File: src/rtl/ble_pkg.sv
package ble_pkg;

   // line code selection as seen on the mode port
   typedef enum logic [1:0] {
      MODE_AMI  = 2'd0,
      MODE_B3ZS = 2'd1,
      MODE_HDB3 = 2'd2,
      MODE_OFF  = 2'd3
   } line_mode_e;

   // one slot of the delay line
   typedef enum logic [1:0] {
      SYM_IDLE = 2'd0,   // empty slot after reset, never counted as a zero
      SYM_ZERO = 2'd1,
      SYM_MARK = 2'd2,   // normal alternating pulse
      SYM_VIOL = 2'd3    // bipolar violation
   } sym_e;

   function automatic logic mode_is_bipolar(line_mode_e m);
      return (m != MODE_OFF);
   endfunction

endpackage

File: src/rtl/ble_subst.sv
module ble_subst
   import ble_pkg::*;
#(
   parameter int B3_WIN = 3,
   parameter int HD_WIN = 4
) (
   input  logic       clk,
   input  logic       rst,
   input  line_mode_e mode,
   input  logic       data_in,
   output sym_e       sym_out
);

   localparam int DEPTH = (HD_WIN > B3_WIN) ? HD_WIN : B3_WIN;
   localparam int TW    = (DEPTH > 1) ? $clog2(DEPTH) : 1;

   generate
      if (B3_WIN < 2 || HD_WIN < 2) begin : g_bad_window
         $error("substitution windows must be at least two bits");
      end
   endgenerate

   sym_e             slot_q [DEPTH];
   sym_e             slot_d [DEPTH];
   logic [DEPTH-1:0] is_zero;
   logic [DEPTH-1:0] run_ok;
   logic [TW-1:0]    tap;
   logic             odd_q;
   logic             fire;

   // run_ok[i]: the i newest slots all hold real zeros
   generate
      for (genvar i = 0; i < DEPTH; i++) begin : g_run
         assign is_zero[i] = (slot_q[i] == SYM_ZERO);
         if (i == 0) begin : g_first
            assign run_ok[i] = 1'b1;
         end else begin : g_rest
            assign run_ok[i] = &is_zero[i-1:0];
         end
      end
   endgenerate

   // output tap = window length minus one
   always_comb begin
      case (mode)
         MODE_B3ZS: tap = TW'(B3_WIN - 1);
         MODE_HDB3: tap = TW'(HD_WIN - 1);
         default:   tap = '0;
      endcase
   end

   assign fire = (tap != '0) && !data_in && run_ok[tap];

   always_comb begin
      slot_d[0] = data_in ? SYM_MARK : (fire ? SYM_VIOL : SYM_ZERO);
      for (int i = 1; i < DEPTH; i++) begin
         slot_d[i] = slot_q[i-1];
      end
      if (fire && !odd_q) begin
         slot_d[tap] = SYM_MARK;
      end
   end

   always_ff @(posedge clk) begin
      if (rst) begin
         for (int i = 0; i < DEPTH; i++) begin
            slot_q[i] <= SYM_IDLE;
         end
         odd_q <= 1'b0;
      end else begin
         slot_q <= slot_d;
         if (data_in) begin
            odd_q <= ~odd_q;
         end else if (fire) begin
            odd_q <= 1'b0;
         end
      end
   end

   assign sym_out = slot_q[tap];


   mark_entry_chk: assert property (@(posedge clk) disable iff (rst)
      data_in |=> (slot_q[0] == SYM_MARK));


   zero_entry_chk: assert property (@(posedge clk) disable iff (rst)
      (!data_in && slot_q[0] == SYM_MARK) |=> (slot_q[0] != SYM_MARK));

endmodule

File: src/rtl/ble_alternator.sv
module ble_alternator
   import ble_pkg::*;
(
   input  logic clk,
   input  logic rst,
   input  sym_e sym_in,
   output logic rail_p,
   output logic rail_n
);

   logic last_pos_q;   // 1: the previous pulse was positive

   always_ff @(posedge clk) begin
      if (rst) begin
         rail_p     <= 1'b0;
         rail_n     <= 1'b0;
         last_pos_q <= 1'b0;
      end else begin
         case (sym_in)
            SYM_MARK: begin
               rail_p     <= ~last_pos_q;
               rail_n     <= last_pos_q;
               last_pos_q <= ~last_pos_q;
            end
            SYM_VIOL: begin
               rail_p <= last_pos_q;
               rail_n <= ~last_pos_q;
            end
            default: begin
               rail_p <= 1'b0;
               rail_n <= 1'b0;
            end
         endcase
      end
   end


   mark_flips_chk: assert property (@(posedge clk) disable iff (rst)
      (sym_in == SYM_MARK && last_pos_q) |=> (rail_n && !rail_p));


   viol_repeats_chk: assert property (@(posedge clk) disable iff (rst)
      (sym_in == SYM_VIOL && last_pos_q) |=> (rail_p && !rail_n));


   space_quiet_chk: assert property (@(posedge clk) disable iff (rst)
      (sym_in == SYM_ZERO || sym_in == SYM_IDLE) |=> (!rail_p && !rail_n));


   one_rail_chk: assert property (@(posedge clk) disable iff (rst)
      !(rail_p && rail_n));

endmodule

File: src/rtl/ble_launch.sv
module ble_launch #(
   parameter bit FALL_OPT = 1'b1
) (
   input  logic clk,
   input  logic rst,
   input  logic clk_inv,
   input  logic rise_p,
   input  logic rise_n,
   input  logic drive_en,
   input  logic rail_inv,
   output logic pos_out,
   output logic neg_out
);

   logic sel_p;
   logic sel_n;

   generate
      if (FALL_OPT) begin : g_fall
         logic fall_p_q;
         logic fall_n_q;

         always_ff @(negedge clk) begin
            if (rst) begin
               fall_p_q <= 1'b0;
               fall_n_q <= 1'b0;
            end else begin
               fall_p_q <= rise_p;
               fall_n_q <= rise_n;
            end
         end

         assign sel_p = clk_inv ? fall_p_q : rise_p;
         assign sel_n = clk_inv ? fall_n_q : rise_n;


         fall_tracks_chk: assert property (@(posedge clk) disable iff (rst)
            (clk_inv && drive_en) |-> (pos_out == (rise_p ^ rail_inv)));
      end else begin : g_rise
         assign sel_p = rise_p;
         assign sel_n = rise_n;
      end
   endgenerate

   assign pos_out = (drive_en & sel_p) ^ rail_inv;
   assign neg_out = (drive_en & sel_n) ^ rail_inv;


   idle_gate_chk: assert property (@(posedge clk) disable iff (rst)
      !drive_en |-> (pos_out == rail_inv && neg_out == rail_inv));

endmodule

File: src/rtl/bipolar_line_encoder.sv
module bipolar_line_encoder
   import ble_pkg::*;
#(
   parameter int B3_WIN   = 3,
   parameter int HD_WIN   = 4,
   parameter bit FALL_OPT = 1'b1
) (
   input  logic       clk,
   input  logic       rst,
   input  logic [1:0] mode,
   input  logic       data_in,
   input  logic       line_en,
   input  logic       clk_inv,
   input  logic       rail_inv,
   output logic       pos_out,
   output logic       neg_out
);

   line_mode_e mode_e;
   sym_e       tap_sym;
   logic       rail_p;
   logic       rail_n;
   logic       drive_en;

   assign mode_e   = line_mode_e'(mode);
   assign drive_en = line_en & mode_is_bipolar(mode_e);

   ble_subst #(
      .B3_WIN (B3_WIN),
      .HD_WIN (HD_WIN)
   ) u_subst (
      .clk     (clk),
      .rst     (rst),
      .mode    (mode_e),
      .data_in (data_in),
      .sym_out (tap_sym)
   );

   ble_alternator u_alt (
      .clk    (clk),
      .rst    (rst),
      .sym_in (tap_sym),
      .rail_p (rail_p),
      .rail_n (rail_n)
   );

   ble_launch #(
      .FALL_OPT (FALL_OPT)
   ) u_launch (
      .clk      (clk),
      .rst      (rst),
      .clk_inv  (clk_inv),
      .rise_p   (rail_p),
      .rise_n   (rail_n),
      .drive_en (drive_en),
      .rail_inv (rail_inv),
      .pos_out  (pos_out),
      .neg_out  (neg_out)
   );


   rails_exclusive_chk: assert property (@(posedge clk) disable iff (rst)
      !((pos_out ^ rail_inv) && (neg_out ^ rail_inv)));

endmodule

File: config.mk
export PLATFORM = sky130hd
export DESIGN_NAME = bipolar_line_encoder
export DESIGN_NICKNAME = d
export VERILOG_FILES = /design/src/rtl/ble_pkg.sv /design/src/rtl/ble_subst.sv /design/src/rtl/ble_alternator.sv /design/src/rtl/ble_launch.sv /design/src/rtl/bipolar_line_encoder.sv
export SDC_FILE = /design/constraint.sdc
export NUM_CORES = 1
export LEC_CHECK = 0
export BUFFER_PORTS_ARGS = -buffer_cell sky130_fd_sc_hd__clkbuf_2
export CAP_MARGIN = 0
export CORE_AREA = 2 2 39 41
export CTS_CLUSTER_SIZE = 24
export DETAILED_ROUTE_END_ITERATION = 6
export DIE_AREA = 0 0 41 43
export GPL_ROUTABILITY_DRIVEN = 0
export PLACE_DENSITY = 0.8
export SYNTH_ARGS = -nofsm -noshare
export SYNTH_HDL_FRONTEND = slang
export SYNTH_SLANG_ARGS = --single-unit
File: constraint.sdc
create_clock -name clk -period 2.17 [get_ports clk]
set_input_delay 0.1085 -clock clk [delete_from_list [all_inputs] [get_ports clk]]
set_output_delay 0.1085 -clock clk [all_outputs]
set_load 0.02 [all_outputs]
Yosys cells after proc, flatten, opt, wreduce, memory -nomap -nowiden
Index checks and enable logic that the tools add are counted.
{"block": "word_totals", "reg_bits": 14, "inputBits": 8, "output_inout_bits": 2, "elab_cells": 59}
{"block": "classes", "n_lt_le_gt_ge": 3, "n_eq_ne": 8, "muxes": 17, "bitwise": 11, "reduce_logical": 10}
{"op": "2-bit 2-to-1 mux", "n": 5}
{"op": "2-bit by 1-bit equality test with 1-bit output (second input constant)", "n": 4}
{"op": "8-bit 2-to-1 mux", "n": 1}
{"op": "2-bit equality test (second input constant)", "n": 3}
{"op": "1-bit 2-to-1 mux", "n": 5}
{"op": "4-bit AND", "n": 1}
{"op": "2-bit binary-select mux with 2-bit select", "n": 1}
{"op": "2-bit demux with 2-bit select", "n": 1}
{"op": "1-bit logical AND", "n": 4}
{"op": "4-bit NOT", "n": 1}
{"op": "4-bit OR", "n": 1}
{"op": "1-bit one-hot mux with 2 select lines", "n": 2}
{"op": "2-bit one-hot mux with 2 select lines", "n": 1}
{"op": "2-bit nonzero test", "n": 2}
{"op": "1-bit AND", "n": 3}
{"op": "3-bit >= comparator (second input constant)", "n": 1}
{"op": "2-bit by 3-bit < comparator with 1-bit output (second input constant)", "n": 1}
{"op": "3-bit by 1-bit < comparator with 1-bit output (second input constant)", "n": 1}
{"op": "2-bit NOT with 3-bit output", "n": 1}
{"op": "3-bit AND reduction", "n": 1}
{"op": "1-bit binary-select mux with 2-bit select", "n": 1}
{"op": "1-bit zero test", "n": 2}
{"op": "2-bit != test (second input constant)", "n": 1}
{"op": "1-bit NOT", "n": 2}
{"op": "2 further kinds", "n": 3}

Depth between registers and ports, before layout
{"block": "depth", "word_depth": 10, "ltp_mapped": 5, "ltp_nobuf": 5}

Modules after synthesis
From an unflattened synthesis, not the netlist that was laid out.
{"block": "unflattened", "hier_cells": 64, "area_unflattened_um2": 681.9}
{"module": "ble_subst", "instances": 1, "cells_per_inst": 42, "area_per_inst_um2": 442.9, "seq_area_each_um2": 180.2}
{"module": "ble_alternator", "instances": 1, "cells_per_inst": 10, "area_per_inst_um2": 123.9, "seq_area_each_um2": 60.1}
{"module": "ble_launch", "instances": 1, "cells_per_inst": 11, "area_per_inst_um2": 103.8, "seq_area_each_um2": 40.0}
{"module": "bipolar_line_encoder", "instances": 1, "cells_per_inst": 1, "area_per_inst_um2": 11.3, "seq_area_each_um2": 0.0}

==> impl_metrics.tcl <==
set metrics [dict create \
    status "finished with violations" \
    violations "setup timing" \
    track_usage_pct 14.7 \
    slew_viol_final 0 \
    wire_per_inst_um 10.8 \
    cts_buffer_depth 2 \
    max_stage_delay_ns 0.30 \
    ys_warn_count 0 \
    worst-setup-path-type "flip-flop to output pin" \
    p_switching_uw 120 \
    worst_hold_slack_ns 0.0441 \
    critPathLaunchType "flip-flop" \
    p_per_area_nw_per_um2 652 \
    crit_arrival_ns 2.20 \
    setup_viol 2 \
    sequentialPowerShare_pct 55.2 \
    synth_area_sq_um 666 \
    grt_overflow_total 0 \
    synth.ff_latch_count 14 \
    grt_max_degree 12 \
    maxCapViolCount 0 \
    ios 10 \
    cts_made_buffers 3 \
    critical_path_required_ns 2.06 \
    ir_drop_mv 0.474 \
    max_slew.worst_pin.slew_ns 0.367 \
    grt_pass1_vias 448 \
    rr_startpoint "u_alt.rail_n" \
    crit_chain "mux2i_1 > nor2_1 > xor2_1 > buf_4" \
    final_hold_viol_count 0 \
    rsz0062_at_grt "yes" \
    yosysSeqAreaShare_pct 42.1 \
    drt_iter0_drc 6 \
    crit_end "neg_out" \
    path_delay_family "flip-flops" \
    worstSetupEndpointType "output pin" \
    netlist-cell-type-count 22 \
    tritoncts "yes" \
    r2r_cells 1 \
    clock_power_share_pct 31.6 \
    slew_headroom_pct 75.5 \
    syn_nets 75 \
    hold_class "input port to flip-flop" \
    fp.dieW_um 41 \
    crit_buf_inv 1 \
    avgSynthCellArea_sq_um 10.6 \
    ant_nets 0 \
    antenna_found_initial 0 \
    area_delta_synth_final_pct 14.7 \
    drc 0 \
    grt_pass1_wl_um 1710 \
    cts.clk_slew.worst_paths_ns 0.08 \
    p_leak_uw 0.000334 \
    layout.nets 89 \
    comb_power_share_pct 13.2 \
    vias 457 \
    num-fill-cells 113 \
    cts-root-buf "clkbuf_4" \
    skew_ns 0.0550 \
    numClockSinks 14 \
    r2r_end "u_launch.g_fall.fall_n_q" \
    clkLatencyLatePin_ns 0.32 \
    htree_levels 1 \
    setup_slack_ns -0.141 \
    syn_inst 63 \
    start_util_pct 48.1 \
    dpl-instance-area_sq_um 727 \
    drt-total-wl_um 993 \
    portBuffers 9 \
    dr.pass1.iters 3 \
    rows 14 \
    post-route-cell-area_sq_um 763 \
    antenna_cells 0 \
    switching_share_pct 24.2 \
    design.core.area_sq_um 1380 \
    path_max_fanout 1 \
    slowest_stage "dfxtp_2" \
    drive_gt1_share_pct 25.0 \
    routed_via_density 4.97 \
    ff2ff_setup_slack_ns 0.59 \
    fp.dieH_um 43 \
    cp-startpoint "u_launch.g_fall.fall_n_q" \
    holdBufCountCts 0 \
    fp.dieArea_sq_um 1760 \
    internal-power_uw 377 \
    cp.depth 4 \
]
[sequential cells by signal, summed over array words and instances (netlist names)]
register	cells
u_subst.odd_q	1
u_alt.rail_n	1
u_launch.g_fall.fall_p_q	1
u_launch.g_fall.fall_n_q	1
u_subst.slot_q	8
u_alt.last_pos_q	1
u_alt.rail_p	1
[Yosys cell counts (all sizes together)]
cell	count	area, sq um
and3	1	6.26
mux2	1	15.0
mux4	2	45.0
inv	4	15.0
a21oi	2	10.0
dfxtp	14	280
or4	1	11.3
nor2	6	22.5
nor2b	8	57.6
mux2i	2	20.0
xor2	2	17.5
a2111oi	1	27.5
a22o	2	17.5
nand2b	2	12.5
clkbuf	1	3.75
xnor2	1	8.76
o21a	1	7.51
nand2	6	22.5
a211oi	1	7.51
ha	4	50.1
o31ai	1	7.51
[per-layer routing]
metal	global-route usage (%)	wire, um	part of all wire [%]	up-vias
li1	-	-	-	240
met1	15.8	427	43	208
met2	23.8	511	51	9
met3	9.42	53	5.3	0
met4	2.00	0	0	0
met5	0	0	0	-
[logic make-up after synthesis]
group | Yosys count | share of synthesized area (%)
AOI/OAI and AO/OA | 8 | 11.7
xor gates and xnor gates | 3 | 3.95
adders and majority gates | 4 | 7.52
buffers and inverters | 5 | 2.82
DFF | 14 | 42.1
muxes | 5 | 12.0
and+or+nand+nor | 24 | 19.9
[worst min-delay path by stage]
stage	start	to	slack, ns	cells after the start
final	data_in	u_subst.slot_q[6]	0.04	2
after global routing	data_in	u_subst.slot_q[6]	0.04	2
after CTS	data_in	u_subst.slot_q[6]	0.04	2
after detailed placement	data_in	u_subst.slot_q[6]	0.34	2
after global placement	data_in	u_subst.slot_q[6]	0.33	2
after floorplan	data_in	u_subst.slot_q[6]	0.18	1
[cell type report]
| cell class | count | area, sq um | share of cell area (%) |
|---|---|---|---|
| well taps | 16 | 20.0 | 2.62 |
| flip-flops and latches | 14 | 282 | 36.9 |
| repair buffers | 9 | 50.0 | 6.56 |
| inverters | 3 | 11.3 | 1.48 |
| multi-input cells | 44 | 367 | 48.0 |
| clock buffers | 4 | 26.3 | 3.44 |
| clock inverters | 2 | 7.51 | 0.984 |
[metrics by stage]
step	utilization, %	total power (uW)	cells	setup slack [ns]	TNS [ns]
2_1_floorplan	-	334	63	0.160	0
3_3_place_gp	52.5	352	87	0.192	0
3_5_place_dp	52.5	354	87	0.160	0
4_1_cts	55.2	504	92	-0.174	-0.343
5_1_grt	55.2	527	92	-0.269	-0.482
6_report	55.2	497	92	-0.141	-0.277
[power groups by stage]
stage	registers, uW	clock network (uW)	logic [uW]
global route	276	179	72.8
floorplan	279	8.66	47.0
detailed placement	280	8.66	65.0
global placement	280	8.66	62.8
CTS	275	163	66.2
finish	275	157	65.4
[cells in the final DEF, fill, tap and decap left out]
| cell type | n |
|---|---|
| nand2_1 | 6 |
| a211oi_1 | 1 |
| clkbuf_4 | 3 |
| or4_4 | 1 |
| nor2b_1 | 7 |
| dfxtp_2 | 1 |
| a2111oi_4 | 1 |
| buf_4 | 2 |
| inv_1 | 5 |
| ha_1 | 4 |
| clkbuf_1 | 1 |
| mux4_2 | 2 |
| and3_1 | 1 |
| a22o_1 | 2 |
| nand2b_1 | 2 |
| dfxtp_1 | 13 |
| mux2i_1 | 2 |
| nor2_1 | 6 |
| xor2_1 | 2 |
| mux2_4 | 1 |
| clkbuf_2 | 7 |
| nor2b_4 | 1 |
| o31ai_1 | 1 |
| xnor2_1 | 1 |
| o21a_1 | 1 |
| a21oi_1 | 2 |
[what timing repair did]
action,in CTS,in global routing
endpoints found under the setup margin,2,2
pin swaps,0,2
setup buffers,0,0
resized for setup,3,2
No activity file was read; power rests on OpenSTA's default activity.
